<file path="src/rtl/irtx_pkg.sv">
package irtx_pkg;
  localparam int SMP_W = 8;
  localparam int CNT_W = SMP_W - 1;

  typedef struct packed {
    logic             load;
    logic             stop;
    logic [SMP_W-1:0] sample;
  } dpCmd_t;
endpackage

</file>
<file path="src/rtl/irtx_ctrl.sv">
module irtx_ctrl
  import irtx_pkg::*;
(
  input  logic             clk,
  input  logic             rstN,
  input  logic             wrEn,
  input  logic             wrSel,
  input  logic [SMP_W-1:0] wrData,
  input  logic             start,
  input  logic             sampleEnd,
  output dpCmd_t           cmd,
  output logic             txIrq,
  output logic             busy,
  output logic             done
);
  logic [SMP_W-1:0] slotQ [2];
  logic [1:0]       full;
  logic             ptr;
  logic             startOk, nextLoad, endIdle, loadSel;

  assign startOk  = start & ~busy & full[0];
  assign nextLoad = sampleEnd & full[ptr];
  assign endIdle  = sampleEnd & ~full[ptr];
  assign loadSel  = startOk ? 1'b0 : ptr;

  always_comb begin
    cmd.load   = startOk | nextLoad;
    cmd.stop   = endIdle;
    cmd.sample = slotQ[loadSel];
  end

  always_ff @(posedge clk) begin
    if (!rstN) begin
      busy  <= 1'b0;
      done  <= 1'b0;
      ptr   <= 1'b0;
      txIrq <= 1'b0;
    end else begin
      txIrq <= cmd.load;
      if (startOk) begin
        busy <= 1'b1;
        done <= 1'b0;
        ptr  <= 1'b1;
      end else if (nextLoad) begin
        ptr <= ~ptr;
      end else if (endIdle) begin
        busy <= 1'b0;
        done <= 1'b1;
      end
    end
  end

  for (genvar i = 0; i < 2; i++) begin : g_slot
    always_ff @(posedge clk) begin
      if (!rstN) begin
        full[i]  <= 1'b0;
        slotQ[i] <= '0;
      end else if (wrEn && wrSel == 1'(i)) begin
        full[i]  <= 1'b1;
        slotQ[i] <= wrData;
      end else if (cmd.load && loadSel == 1'(i)) begin
        full[i] <= 1'b0;
      end
    end
  end

  // an accepted start always found slot 0 filled
  a_r1_start_needs_slot0: assert property (@(posedge clk) disable iff (!rstN)
    $rose(busy) |-> $past(full[0]));
  // interrupt is a single-cycle pulse
  a_r4_irq_single: assert property (@(posedge clk) disable iff (!rstN)
    txIrq |=> !txIrq);
  // done only while idle
  a_r5_done_idle: assert property (@(posedge clk) disable iff (!rstN)
    done |-> !busy);
endmodule

</file>
<file path="src/rtl/irtx_datapath.sv">
module irtx_datapath
  import irtx_pkg::*;
#(
  parameter int TICK_DIV   = 25,
  parameter int PRD_W      = 7,
  parameter int SP_MIN     = 5,
  parameter int SP_MAX     = 127,
  parameter int SP_DEFAULT = 50
) (
  input  logic             clk,
  input  logic             rstN,
  input  dpCmd_t           cmd,
  input  logic [7:0]       samplePeriod,
  input  logic [PRD_W-1:0] carPeriod,
  input  logic [PRD_W-1:0] carHigh,
  input  logic             carInv,
  input  logic [1:0]       txMask,
  output logic             sampleEnd,
  output logic [1:0]       irOut
);
  localparam int UNIT_W = $clog2(SP_MAX * 2 * TICK_DIV + 1);
  localparam int CAR_W  = $clog2(((1 << PRD_W) - 1) * TICK_DIV + 1);

  logic [UNIT_W-1:0] spEff, unitLen, clkCnt;
  logic [CAR_W-1:0]  perClks, highClks, carCnt;
  logic [CNT_W-1:0]  remUnits, newCnt;
  logic              running, curPulse, carOn, wave, level, unitDone;

  always_comb begin
    if (samplePeriod < 8'(SP_MIN) || samplePeriod > 8'(SP_MAX))
      spEff = UNIT_W'(SP_DEFAULT);
    else
      spEff = UNIT_W'(samplePeriod);
    unitLen  = spEff * UNIT_W'(2 * TICK_DIV);
    perClks  = CAR_W'(carPeriod) * CAR_W'(TICK_DIV);
    highClks = ((carHigh == '0) ? CAR_W'(1) : CAR_W'(carHigh)) * CAR_W'(TICK_DIV);
    newCnt   = (cmd.sample[CNT_W-1:0] == '0) ? CNT_W'(1) : cmd.sample[CNT_W-1:0];
  end

  assign unitDone  = clkCnt == unitLen - UNIT_W'(1);
  assign sampleEnd = running & unitDone & (remUnits == CNT_W'(1));
  assign carOn     = carPeriod != '0;
  assign wave      = (carCnt < highClks) ^ carInv;
  assign level     = running & curPulse & (carOn ? wave : 1'b1);
  assign irOut     = txMask & {2{level}};

  always_ff @(posedge clk) begin
    if (!rstN) begin
      running  <= 1'b0;
      curPulse <= 1'b0;
      remUnits <= '0;
      clkCnt   <= '0;
      carCnt   <= '0;
    end else if (cmd.load) begin
      running  <= 1'b1;
      curPulse <= cmd.sample[SMP_W-1];
      remUnits <= newCnt;
      clkCnt   <= '0;
      carCnt   <= '0;
    end else if (cmd.stop) begin
      running  <= 1'b0;
      curPulse <= 1'b0;
    end else if (running) begin
      if (unitDone) begin
        clkCnt   <= '0;
        remUnits <= remUnits - CNT_W'(1);
      end else begin
        clkCnt <= clkCnt + UNIT_W'(1);
      end
      carCnt <= (carCnt >= perClks - CAR_W'(1)) ? '0 : carCnt + CAR_W'(1);
    end
  end

  // a running sample never holds a zero unit count
  a_r2_units_nonzero: assert property (@(posedge clk) disable iff (!rstN)
    running |-> remUnits != '0);
endmodule

</file>
<file path="src/rtl/irtx_top.sv">
module irtx_top
  import irtx_pkg::*;
#(
  parameter int TICK_DIV   = 25,
  parameter int PRD_W      = 7,
  parameter int SP_MIN     = 5,
  parameter int SP_MAX     = 127,
  parameter int SP_DEFAULT = 50
) (
  input  logic             clk,
  input  logic             rstN,
  input  logic             wrEn,
  input  logic             wrSel,
  input  logic [7:0]       wrData,
  input  logic             start,
  input  logic [7:0]       samplePeriod,
  input  logic [PRD_W-1:0] carPeriod,
  input  logic [PRD_W-1:0] carHigh,
  input  logic             carInv,
  input  logic [1:0]       txMask,
  output logic [1:0]       irOut,
  output logic             txIrq,
  output logic             busy,
  output logic             done
);
  dpCmd_t cmd;
  logic   sampleEnd;

  irtx_ctrl u_ctrl (
    .clk(clk), .rstN(rstN), .wrEn(wrEn), .wrSel(wrSel), .wrData(wrData),
    .start(start), .sampleEnd(sampleEnd), .cmd(cmd), .txIrq(txIrq),
    .busy(busy), .done(done)
  );

  irtx_datapath #(
    .TICK_DIV(TICK_DIV), .PRD_W(PRD_W), .SP_MIN(SP_MIN),
    .SP_MAX(SP_MAX), .SP_DEFAULT(SP_DEFAULT)
  ) u_dp (
    .clk(clk), .rstN(rstN), .cmd(cmd), .samplePeriod(samplePeriod),
    .carPeriod(carPeriod), .carHigh(carHigh), .carInv(carInv),
    .txMask(txMask), .sampleEnd(sampleEnd), .irOut(irOut)
  );

  // outputs dark whenever the controller is idle
  a_r10_dark_when_idle: assert property (@(posedge clk) disable iff (!rstN)
    !busy |-> irOut == 2'b00);
endmodule

</file>
<file path="config.mk">
export PLATFORM = sky130hd
export DESIGN_NAME = irtx_top
export DESIGN_NICKNAME = d
export VERILOG_FILES = /design/src/rtl/irtx_pkg.sv /design/src/rtl/irtx_ctrl.sv /design/src/rtl/irtx_datapath.sv /design/src/rtl/irtx_top.sv
export SDC_FILE = /design/constraint.sdc
export NUM_CORES = 1
export LEC_CHECK = 0
export BUFFER_PORTS_ARGS = -buffer_cell sky130_fd_sc_hd__buf_2
export CORE_UTILIZATION = 50
export DETAILED_ROUTE_END_ITERATION = 8
export PLACE_DENSITY = 0.74
export SLEW_MARGIN = 20
export SYNTH_ARGS = -nofsm -noshare
export SYNTH_HDL_FRONTEND = slang
export SYNTH_SLANG_ARGS = --single-unit
</file>
<file path="constraint.sdc">
create_clock -name clk -period 15.4 [get_ports clk]
set_input_delay 0.77 -clock clk [delete_from_list [all_inputs] [get_ports clk]]
set_output_delay 0.77 -clock clk [all_outputs]
set_load 0.02 [all_outputs]
</file>
Word-level counts from Yosys, hierarchy flattened --
Memory sizes are Yosys's and may differ from the RTL's. Cells that the tools add are included.
Storage, ports and cells: register bits 40, bits in writable memories 16, output and inout bits 5, logic and storage cells 104, memories kept 1
Memory list:
- u_ctrl.slotQ | words 2, bits a word 8, rd ports 1, clocked after memory_dff 0, wr ports 2, line irtx_ctrl.sv:16 | logic [SMP_W-1:0] slotQ [2];
Operators by class: add/sub/neg operators 5, multipliers 3, $lt $le $gt $ge 5, eq/ne operators 4, mux-type cells 33, bitwise gates (word level) 21, reduce and logical (&&, ||, !) cells 21
Operators with widths (count):
- 2-to-1 mux 7 bit | 6
- 2-to-1 mux 8 bit | 3
- 2-to-1 mux 1 bit | 22
- logical NOT 7 bit | 2
- nonzero test 2 bit | 7
- adder 13 x 1 -> 13 bit, second input constant | 1
- equality test 13 bit | 1
- 2-to-1 mux 13 bit | 1
- subtractor 13 x 1 -> 13 bit, second input constant | 1
- adder 12 x 1 -> 12 bit, second input constant | 1
- >= comparator 12 bit | 1
- < comparator 12 bit | 1
- multiplier 12 x 5 -> 12 bit, second input constant | 1
- multiplier 7 x 5 -> 12 bit, second input constant | 1
- multiplier 8 x 5 -> 12 bit, second input constant | 1
- 2-to-1 mux 12 bit | 1
- subtractor 12 x 1 -> 12 bit, second input constant | 1
- AND 1 bit | 8
- > comparator 8 x 7 -> 1 bit, second input constant | 1
- < comparator 8 x 3 -> 1 bit, second input constant | 1
- inverter 1 bit | 8
- equality test 7 x 1 -> 1 bit, second input constant | 1
- nonzero test 7 bit | 1
- subtractor 7 x 1 -> 7 bit, second input constant | 1
- other kinds (10) | 19

Longest topological paths before layout --
Gate-level depths: netlist of the first run.
depth after elaboration 13, gate-level depth with buffers 23, depth with buffers taken out 23

By module --
From an unflattened synthesis of the first run, not the netlist that was laid out.
Second synthesis, totals: cells, all modules 675, area, all modules 5962.0 um^2
By module, submodules not included:
- irtx_datapath | instances 1, cells an instance 596, area each 4937.2 um^2, sequential area each 680.7 um^2
- irtx_ctrl | instances 1, cells an instance 79, area each 1024.7 um^2, sequential area each 600.6 um^2

Worst setup path before layout of the first run --
Ideal clock, no wire load.
path type input port to output port, start input carHigh[2], end output irOut[0], data arrival time 4.624 ns, data required time 14.630 ns, slack 10.006 ns, stages on the path 23, path buffers 0, cell sequence inv_1 -> ha_1 -> nand4_1 -> and2_1 -> ha_1 -> ha_1 -> inv_1 -> fa_1 -> inv_1 -> ha_1 -> a21oi_1 -> o21bai_1 -> a21o_1 -> a21oi_1 -> xor2_1 -> ha_1 -> a21o_1 -> a21oi_1 -> nand3b_1 -> o21ai_0 -> xnor2_1 -> a21oi_1 -> and2_1
On the way: cells in the longest elaborated chain, start to end 8
RTL lines:
- from (decl) | line irtx_top.sv:18 | input logic [PRD_W-1:0] carHigh,
- logical NOT 7 bit | line irtx_datapath.sv:36 | highClks = ((carHigh == '0) ? CAR_W'(1) : CAR_W'(carHigh)) * CAR_W'(TICK_DIV);
- 2-to-1 mux 7 bit * | line irtx_datapath.sv:36
- multiplier 12 x 5 -> 12 bit * | line irtx_datapath.sv:36
- < comparator 12 bit * | line irtx_datapath.sv:43 | assign wave = (carCnt < highClks) ^ carInv;
- bitwise XOR 1 bit * | line irtx_datapath.sv:43
- 2-to-1 mux 1 bit * | line irtx_datapath.sv:44 | assign level = running & curPulse & (carOn ? wave : 1'b1);
- AND 1 bit * | line irtx_datapath.sv:44
- AND 2 bit * | line irtx_datapath.sv:45 | assign irOut = txMask & {2{level}};
- to (decl) | line irtx_top.sv:21 | output logic [1:0] irOut,
Every way passes the cells marked *; elsewhere a longest branch is shown, timed or not.

Worst setup path after layout of the first run --
start input samplePeriod[6], end register u_dp.carCnt[1]
On the way: cells in the longest elaborated chain, start to end 11, elaborated cells on any way between the ends 15
RTL lines:
- from (decl) | line irtx_top.sv:16 | input logic [7:0] samplePeriod,
- < comparator 8 x 3 -> 1 bit or > comparator 8 x 7 -> 1 bit (tied branches) | line irtx_datapath.sv:30 | if (samplePeriod < 8'(SP_MIN) || samplePeriod > 8'(SP_MAX))
- logical OR 1 bit | line irtx_datapath.sv:30
- 2-to-1 mux 8 bit * | line irtx_datapath.sv:30
- multiplier 8 x 5 -> 12 bit * | line irtx_datapath.sv:34 | unitLen = spEff * UNIT_W'(2 * TICK_DIV);
- subtractor 13 x 1 -> 13 bit * | line irtx_datapath.sv:40 | assign unitDone = clkCnt == unitLen - UNIT_W'(1);
- equality test 13 bit * | line irtx_datapath.sv:40
- AND 1 bit * (2 in series) | line irtx_datapath.sv:41 | assign sampleEnd = running & unitDone & (remUnits == CNT_W'(1));
- AND 1 bit, on equally long branches | line irtx_ctrl.sv:22, irtx_ctrl.sv:23
- OR 1 bit or inverter 1 bit (tied branches)
- OR reduction 2 bit (no source line) or AND reduction 2 bit (tied branches)
- to (signal assigned) | line irtx_datapath.sv:70 | carCnt <= (carCnt >= perClks - CAR_W'(1)) ? '0 : carCnt + CAR_W'(1);
- to (decl) | line irtx_datapath.sv:25 | logic [CAR_W-1:0] perClks, highClks, carCnt;
Marks and branches as above. A chain may end at the register's enable or synchronous reset.

==> run_results.csv, run 1 <==
group,metric,value,unit
outcome,outcome,"finished clean",
floorplanning,die_h,109,um
global_routing,grt_overflow_total,0,
route,drtPass1Iterations,7,
setup_path,cp_slowest_cell,"nand3_1",
finish,final_area,6220,um2
clock_network,worstSkewPairLatency,290,ps
floorplanning,placementRows,38,
place,post-place-ws,9000,ps
synthesis,synth_edf_count,16,
finish,multi_input_area,4140,um2
sta,max-slew-margin-rel,42.6,%
route,wirelength,10900,um
synthesis,synth_top_cells_by_area,"ha_1, dfxtp_1, edfxtp_1",
sta,tns,0,ps
route,wl_met1,5020,um
setup_path,critPathLaunchType,"input port",
clock_network,cts_made_buffers,5,
route,drtIter0Drc,111,
sta,tightest_slew,859,ps
route,drcViolationCount,0,
finish,diodes,0,
pwr,power_density,81.7,nW/um2
run,cap_viol_max_count,0,
sta,hold-worst-slack,473,ps
global_routing,antenna_found_initial,0,
clock_network,cts_setup_buffers,0,
sta,grt_setup_unrepaired,"false",
setup_path,cp_data_arrival_time,6340,ps
place,place.gp.congestion,0.872,
finish,ff_latch_area,1280,um2
place,hpwl,9080,um
synthesis,ys_warn_count,0,
floorplanning,core,11000,um2
finish,utilization,56.6,%
route,top_layer,"met4",
synthesis,yosysTopAreaCell,"ha_1",
synthesis,ys_seq_elements,56,
setup_path,cp_max_fo,24,
synthesis,synth_cell_types,61,
sta,finalSetupViolCount,0,
clock_network,clock-sinks,56,
finish,nets,822,
setup_path,crit_path_frequent_cell,"ha_1",
sta,min_period_over_period,40.0,%
finish,syn2layout_area_growth,8.77,%
sta,min_period,6160,ps
setup_path,path_cells,"buf_2 > nor4_4 > a21oi_1 > nand2_1 > inv_1 > ha_1 > ha_1 > ha_1 > inv_1 > fa_1 > nor2b_1 > and2_1 > nor3b_1 > nor3b_4 > xor3_1 > nor4_1 > nand3_1 > nand2_1 > mux2i_1 > nor2_2",
setup_path,path_class,"in -> reg",
floorplanning,io_pins,43,
clock_network,post_cts_resized,0,
pwr,vdd_drop_max,0.0000588,V
place,dp_cells,800,
sta,fmax,162,MHz
place,portBuffers,42,
global_routing,grt_use_total,19.6,%
floorplanning,die_w,109,um
clock_network,cts_tree,"done",
setup_path,cpPeakStageDelay,650,ps
synthesis,synth.yosys.seq_area_share,22.4,%
clock_network,clockBufferDepth,2,
finish,layout_common_cells,"ha_1, inv_1, xnor2_1",
clock_network,ctsHoldBuffers,0,
finish,layout-drive-gt1-share,10.5,%
clock_network,htree_levels,2,
clock_network,clockRootBuffer,"clkbuf_16",
finish,fillCellCount,953,
finish,final-instance-count-excl-fill,808,
sta,timing.final.ws_setup,9240,ps
route,wl_met2,5500,um
route,wl_met3,259,um
floorplanning,dieArea,11900,um2
route,via_count,4352,
floorplanning,start_util,52.1,%
route,routedWlPerCell,13.5,um
synthesis,synth_area,5720,um2
global_routing,grt_pass1_wl,18900,um
global_routing,grt_max_degree,25,
clock_network,clk_pin_slew,70,ps
global_routing,grt_pass1_vias,4439,
sta,skew,8.30,ps
route,viasPerCell,5.39,
place,place_area,6040,um2
setup_path,required,15570,ps
pwr,p_leak,2.97,nW
synthesis,ys_async_sr_fraction,0,%
finish,layout.cells.most_common,"ha_1",
synthesis,postSynthCellCount,632,
synthesis,postSynth.topFlopCell,"dfxtp_1",
sta,drv_slew,0,
sta,hold_viol,0,
setup_path,endpoint_kind,"flop",
pwr,total_power,508,uW
synthesis,synth.top_cell.area_share,23.6,%
worst_hold_path,worstHoldPathType,"reg -> reg",
route,ant_nets,0,
synthesis,synth.avg_cell_area,9.05,um2
==> power breakdown <==
group          leakage, nW  total (mW)  internal (mW)  switching [mW]
clock               0.0874       0.131         0.0802          0.0510
combinational         2.39       0.214         0.0984           0.116
sequential           0.487       0.162          0.158         0.00465
total                 2.97       0.508          0.336           0.172
==> synth_stat cells (11+ instances only) <==
master      n
and3_1     11
nand2_1    26
o21ai_0    22
xor2_1     20
edfxtp_1   16
and2_1     41
clkbuf_1   12
a21o_1     11
nor2_1     29
nand3_1    18
dfxtp_1    40
a21oi_1    31
ha_1      108
xnor2_1    47
inv_1      62
==> final timing paths <==
check / from / to / slack (ps) / cells after the start
setup reg to reg: u_dp.running / u_dp.carCnt[1] / 12210 / 8
hold / removal: u_ctrl.done / u_ctrl.done / 470 / 2
hold reg to reg: u_ctrl.done / u_ctrl.done / 470 / 2
setup / recovery: samplePeriod[6] / u_dp.carCnt[1] / 9240 / 20
==> critical path: cells and delay by family <==
family | cells | cell delay (ps)
and+or+nand+nor | 10 | 2990
AOI/OAI and AO/OA | 1 | 230
buffers and inverters | 3 | 250
muxes | 1 | 260
adders and majority gates | 4 | 1460
xor gates and xnor gates | 1 | 370
==> registers in the layout (all words and copies together), names as in the netlist <==
signal and count:
u_ctrl.slotQ 16, u_dp.clkCnt 13, u_dp.carCnt 12, u_dp.remUnits 7
u_ctrl.full 2, u_ctrl.busy 1, u_ctrl.done 1, u_ctrl.ptr 1
u_ctrl.txIrq 1, u_dp.curPulse 1, u_dp.running 1
==> cell type report <==
cell class | instances | share of cell area [%]
multi-input cells | 500 | 66.6
flip-flops and latches | 56 | 20.6
inverters | 62 | 3.74
repair buffers | 42 | 3.38
clock buffers | 8 | 2.88
well taps | 140 | 2.82
==> metal layers <==
metal | GRT usage [%] | up-vias
met5 | 0 | -
met4 | 5.79 | 0
met3 | 2.33 | 14
met2 | 35.9 | 58
met1 | 23.9 | 2013
li1 | - | 2267
==> logic make-up (layout without fill, tap and decap cells) <==
group,Yosys count,count (layout),synth area share [%]
simple gates,196,196,19.7
fa+ha+maj,117,117,26.8
compound gates,103,103,11.9
buf+inv,77,112,5.23
xor+xnor,71,71,11.9
flops,56,56,22.4
mux,11,11,2.06
other cells,1,2,0.0656
Power figures use the tool's default switching activity.
==> inputs of run 2 (changes only) <==
==> constraint.sdc (replaced) <==
create_clock -name clk -period 5.8 [get_ports clk]
set_input_delay 0.29 -clock clk [delete_from_list [all_inputs] [get_ports clk]]
set_output_delay 0.29 -clock clk [all_outputs]
set_load 0.02 [all_outputs]
==> run 2 against run 1 <==
Against the previous run: clock-buffer cell count is 3 lower; worst setup slack worse by 8700 ps; register-to-register slack worse by 9200 ps; wire length is 1.3% lower; die area stayed put; clock skew is 5.1 ps higher; critical path type unchanged.
==> run_results.csv, run 2 (same netlist as run 1, synthesis figures left out) <==
group,metric,value,unit
route,via_count,4351,
floorplanning,start_util,52.1,%
setup_path,cp_data_arrival_time,5490,ps
place,hpwl,9090,um
sta,tightest_slew,857,ps
route,routedWlPerCell,13.3,um
setup_path,path_buf_inv,4,
global_routing,grt_overflow_total,0,
floorplanning,io_pins,43,
pwr,p_leak,2.98,nW
run,cap_viol_max_count,0,
outcome,outcome,"finished clean",
setup_path,cpPeakStageDelay,600,ps
route,drtPass1Iterations,4,
sta,max-slew-margin-rel,42.7,%
sta,finalSetupViolCount,0,
global_routing,antenna_found_initial,0,
finish,utilization,56.7,%
sta,hold_viol,0,
clock_network,clockBufferDepth,2,
route,drcViolationCount,0,
global_routing,grt_pass1_vias,4415,
finish,layout_common_cells,"ha_1, inv_1, xnor2_1",
setup_path,path_cells,"buf_2 > o21ai_0 > buf_4 > a21oi_1 > nand2_1 > inv_1 > ha_1 > ha_1 > ha_1 > inv_1 > fa_1 > nor2b_1 > and2_1 > nor3b_1 > nor3b_4 > xor3_1 > nor3_2 > nand4_2 > o21a_1 > and3_1 > and2_1",
finish,largest_register_ffs,16,
setup_path,r2r_end,"u_dp.clkCnt[8]",
finish,nets,826,
setup_path,critPathTopFamily,"simple AND/OR/NAND/NOR gates",
route,ant_nets,0,
place,place_area,6070,um2
finish,diodes,0,
setup_path,reg2reg_from,"u_dp.clkCnt[8]",
clock_network,cts_setup_buffers,0,
floorplanning,dieArea,11900,um2
setup_path,cp_max_fo,20,
clock_network,clockRootBuffer,"clkbuf_16",
global_routing,grt_pass1_wl,19100,um
sta,min_period_over_period,91.4,%
setup_path,endpoint_kind,"flop",
sta,fmax,189,MHz
sta,skew,13.4,ps
floorplanning,placementRows,38,
clock_network,ctsHoldBuffers,0,
place,post-place-ws,233,ps
clock_network,clock-sinks,56,
sta,grt_setup_unrepaired,"false",
clock_network,post_cts_resized,0,
setup_path,path_depth,21,
pwr,vdd_drop_max,0.000210,V
clock_network,worstSkewPairLatency,300,ps
worst_hold_path,worstHoldPathType,"in -> reg",
clock_network,cts_tree,"done",
global_routing,grt_use_total,19.9,%
clock_network,htree_levels,2,
place,portBuffers,42,
global_routing,grt_max_degree,23,
setup_path,cp_slowest_cell,"fa_1",
finish,layout.cells.most_common,"ha_1",
floorplanning,core,11000,um2
pwr,total_power,1.32,mW
sta,drv_slew,0,
place,dp_cells,804,
sta,timing.final.ws_setup,497,ps
finish,syn2layout_area_growth,8.86,%
finish,reg_top3,"u_ctrl.slotQ (16), u_dp.clkCnt (13), u_dp.carCnt (12)",
route,wirelength,10800,um
finish,final-instance-count-excl-fill,812,
setup_path,crit_path_frequent_cell,"ha_1",
route,viasPerCell,5.36,
finish,final_area,6230,um2
finish,layout-drive-gt1-share,11.2,%
floorplanning,die_w,109,um
place,place.gp.congestion,0.854,
setup_path,critPathLaunchType,"input port",
sta,tns,0,ps
pwr,power_density,212,nW/um2
route,drtIter0Drc,103,
setup_path,crit_start,"samplePeriod[2]",
clock_network,clk_pin_slew,80,ps
floorplanning,die_h,109,um
setup_path,crit_end,"u_dp.clkCnt[8]",
finish,regMostFlops,"u_ctrl.slotQ",
setup_path,required,5990,ps
sta,min_period,5300,ps
setup_path,path_class,"in -> reg",
setup_path,reg2reg_depth,8,
clock_network,cts_made_buffers,5,
sta,hold-worst-slack,270,ps
setup_path,r2r_setup_slack,2970,ps
run 2: final cells by class:
class,instances,area [um2]
Clock buffer,5,125
Clock inverter,3,28.8
Fill cell,917,4760
Inverter,62,233
Multi-Input combinational cell,500,4140
Sequential cell,56,1280
Tap cell,140,175
Timing Repair Buffer,46,240
run 2: routing by layer:
layer / global-route usage (%) / wire length [um]
met1: 24.5 / 5020
met2: 35.8 / 5290
met3: 2.51 / 292
met4: 6.08 / 190
met5: 0 / 0
run 2: worst register-to-register path: cells and delay by family, from the launching register on:
family	cells	cell delay, ps
compound gates	2	840
simple gates	5	1110
flops	1	380
xor+xnor	1	450
run 2: how the worst min path moves through the flow:
stage / to / start / slack (ps) / depth (start not counted)
3_5_place_dp: u_ctrl.done / u_ctrl.done / 440 / 2
4_1_cts: u_ctrl.slotQ[0][5] / wrData[5] / 270 / 2
5_1_grt: u_ctrl.slotQ[1][3] / wrData[3] / 270 / 2
6_report: u_ctrl.slotQ[0][5] / wrData[5] / 270 / 2
3_3_place_gp: u_ctrl.done / u_ctrl.done / 430 / 2
2_1_floorplan: u_ctrl.full[1] / u_ctrl.full[1] / 470 / 2
run 2: power by group:
part	internal (mW)	switching, mW
sequential	0.419	0.0121
combinational	0.261	0.311
clock	0.167	0.151
total	0.846	0.474
==> inputs of run 3 (changes only) <==
--- a/config.mk
+++ b/config.mk
@@ -6,10 +6,12 @@
 export NUM_CORES = 1
 export LEC_CHECK = 0
 export BUFFER_PORTS_ARGS = -buffer_cell sky130_fd_sc_hd__buf_2
+export CORE_ASPECT_RATIO = 0.75
 export CORE_UTILIZATION = 50
 export DETAILED_ROUTE_END_ITERATION = 8
 export PLACE_DENSITY = 0.74
-export SLEW_MARGIN = 20
+export RECOVER_POWER = 25
+export SLEW_MARGIN = 0
 export SYNTH_ARGS = -nofsm -noshare
 export SYNTH_HDL_FRONTEND = slang
 export SYNTH_SLANG_ARGS = --single-unit
==> run 3 against run 2 <==
Against the previous run: critical endpoint is now u_dp.clkCnt[7]; sequential share of layout area about the same; largest power group unchanged; non-clock buffer count decreased by 1; critical path type unchanged; design area decreased by 0.22%; combinational power about the same; power decreased by 1.4%; the flow now finishes with violations (design-rule violations); critical path depth unchanged; core utilization decreased by 0.34 points.
==> run_results.csv, run 3 (same netlist as run 1, synthesis figures left out) <==
group,metric,value,unit
sta,finalSetupViolCount,0,
floorplanning,die_h,94.6,um
floorplanning,start_util,51.9,%
setup_path,r2r_setup_slack,3120,ps
setup_path,path_class,"in -> reg",
pwr,clockPowerShare,23.1,%
floorplanning,placementRows,33,
route,wirelength,10800,um
setup_path,endpoint_kind,"flop",
setup_path,path_cells,"buf_2 > o21ai_0 > buf_4 > a21oi_1 > nand2_1 > inv_1 > ha_1 > ha_1 > ha_1 > inv_1 > fa_1 > nor2b_1 > and2_1 > nor3b_1 > nor3b_4 > xor3_1 > nor3_2 > nand4_2 > o21a_2 > and3_1 > and2_1",
route,drtIter0Drc,196,
sta,drv_slew,0,
floorplanning,core,11000,um2
clock_network,cts_setup_buffers,0,
clock_network,cts_tree,"done",
setup_path,cp_data_arrival_time,5470,ps
worst_hold_path,worstHoldPathType,"in -> reg",
place,place_area,6060,um2
clock_network,worstSkewPairLatency,300,ps
route,drtPass1Iterations,6,
route,drcViolationCount,1,
clock_network,htree_levels,2,
clock_network,clockBufferDepth,2,
setup_path,cp_slowest_cell,"fa_1",
setup_path,reg2reg_depth,8,
pwr,p_leak,2.95,nW
finish,multi_input_area,4150,um2
setup_path,r2r_end,"u_dp.clkCnt[7]",
place,dp_cells,803,
place,hpwl,9060,um
pwr,p_sw_share,35.5,%
pwr,vdd_drop_max,0.000122,V
run,cap_viol_max_count,0,
route,ant_nets,0,
global_routing,grt_overflow_total,0,
global_routing,grt_max_degree,23,
finish,fillCellCount,959,
clock_network,clk_pin_slew,70,ps
finish,layout_common_cells,"ha_1, inv_1, xnor2_1",
setup_path,cpPeakStageDelay,610,ps
pwr,p_int,841,uW
pwr,power_density,210,nW/um2
finish,ff_latch_area,1280,um2
floorplanning,dieArea,11900,um2
sta,max-slew-margin-rel,26.0,%
place,place.gp.congestion,0.867,
setup_path,critPathLaunchType,"input port",
setup_path,crit_start,"samplePeriod[2]",
clock_network,clock-sinks,56,
clock_network,cts_made_buffers,5,
setup_path,required,5990,ps
outcome,outcome,"finished, violations left",
sta,skew,6.80,ps
sta,fmax,189,MHz
floorplanning,io_pins,43,
finish,layout.cells.most_common,"ha_1",
route,viasPerCell,5.35,
floorplanning,die_w,125,um
finish,final_area,6210,um2
finish,layout-drive-gt1-share,10.7,%
finish,reg_top3,"u_ctrl.slotQ (16), u_dp.clkCnt (13), u_dp.carCnt (12)",
global_routing,antenna_found_initial,0,
finish,syn2layout_area_growth,8.62,%
route,via_count,4341,
place,post-place-ws,126,ps
sta,tightest_slew,1100,ps
global_routing,grt_use_total,19.5,%
finish,largest_register_ffs,16,
sta,timing.final.ws_setup,517,ps
sta,min_period_over_period,91.1,%
global_routing,grt_pass1_wl,19000,um
route,routedWlPerCell,13.3,um
finish,regMostFlops,"u_ctrl.slotQ",
setup_path,reg2reg_from,"u_dp.clkCnt[9]",
finish,final-instance-count-excl-fill,811,
pwr,total_power,1.30,mW
outcome,violations,"design-rule violations",
pwr,pwr-share-seq,33.1,%
pwr,combinationalPowerShare,43.8,%
sta,tns,0,ps
finish,diodes,0,
pwr,p_switching,462,uW
global_routing,grt_pass1_vias,4285,
clock_network,clockRootBuffer,"clkbuf_16",
sta,min_period,5280,ps
sta,grt_setup_unrepaired,"false",
sta,hold_viol,0,
finish,nets,825,
place,portBuffers,42,
worst_hold_path,timing.hold.worst_path_depth,2,
setup_path,cp_max_fo,20,
setup_path,crit_end,"u_dp.clkCnt[7]",
setup_path,crit_path_frequent_cell,"ha_1",
## run 3: cell types whose count changed in the layout (fill, tap and decap cells not counted), moves of 2 or more
cell	change
and2_0	+2
buf_2	-4
and2_1	-2
clkbuf_1	+4
## run 3: area by class of cell
class                   count  share of cell area [%]
repair buffers             45                    3.67
flip-flops and latches     56                    20.6
clock buffers               5                    2.01
multi-input cells         500                    66.8
clock inverters             3                   0.342
well taps                 140                    2.82
inverters                  62                    3.75
## run 3: metal layers
layer	track usage, %	wire [um]
met4	6.10	182
met1	26.2	5570
met5	0	0
met2	32.8	4770
met3	2.44	260
## run 3: repair_timing
action / in CTS / in global routing
hold buffers: 0 / 0
gates resized for setup: 0 / 2
setup endpoints to repair: 0 / 18
## run 3: stage by stage
step / hold slack [ps] / utilization [%]
finish: 271 / 56.4
global route: 270 / 56.4
CTS: 265 / 56.3
detailed placement: 453 / 55.0
global placement: 452 / 55.0
floorplan: 469 / -
## run 3: power groups by stage
stage / clock network (mW) / registers, mW / logic [mW]
after floorplan: 0 / 0.435 / 0.451
after global placement: 0 / 0.439 / 0.546
after detailed placement: 0 / 0.440 / 0.568
after global routing: 0.323 / 0.434 / 0.650
final: 0.301 / 0.431 / 0.570
after CTS: 0.307 / 0.431 / 0.574
## run 3: worst min path at each step
stage	from	slack, ps	end
after global routing	wrData[3]	270	u_ctrl.slotQ[0][3]
final	wrData[3]	270	u_ctrl.slotQ[1][3]
after floorplan	u_ctrl.full[1]	470	u_ctrl.full[1]
after detailed placement	u_ctrl.done	450	u_ctrl.done
after CTS	wrData[3]	270	u_ctrl.slotQ[1][3]
after global placement	u_ctrl.done	450	u_ctrl.done
## run 3: worst max-delay path, delay by kind of cell
| kind | cells | cell delay (ps) |
|---|---|---|
| xor gates and xnor gates | 1 | 400 |
| adders and majority gates | 4 | 1430 |
| buffers and inverters | 4 | 440 |
| and+or+nand+nor | 9 | 2140 |
| AOI/OAI and AO/OA | 3 | 760 |
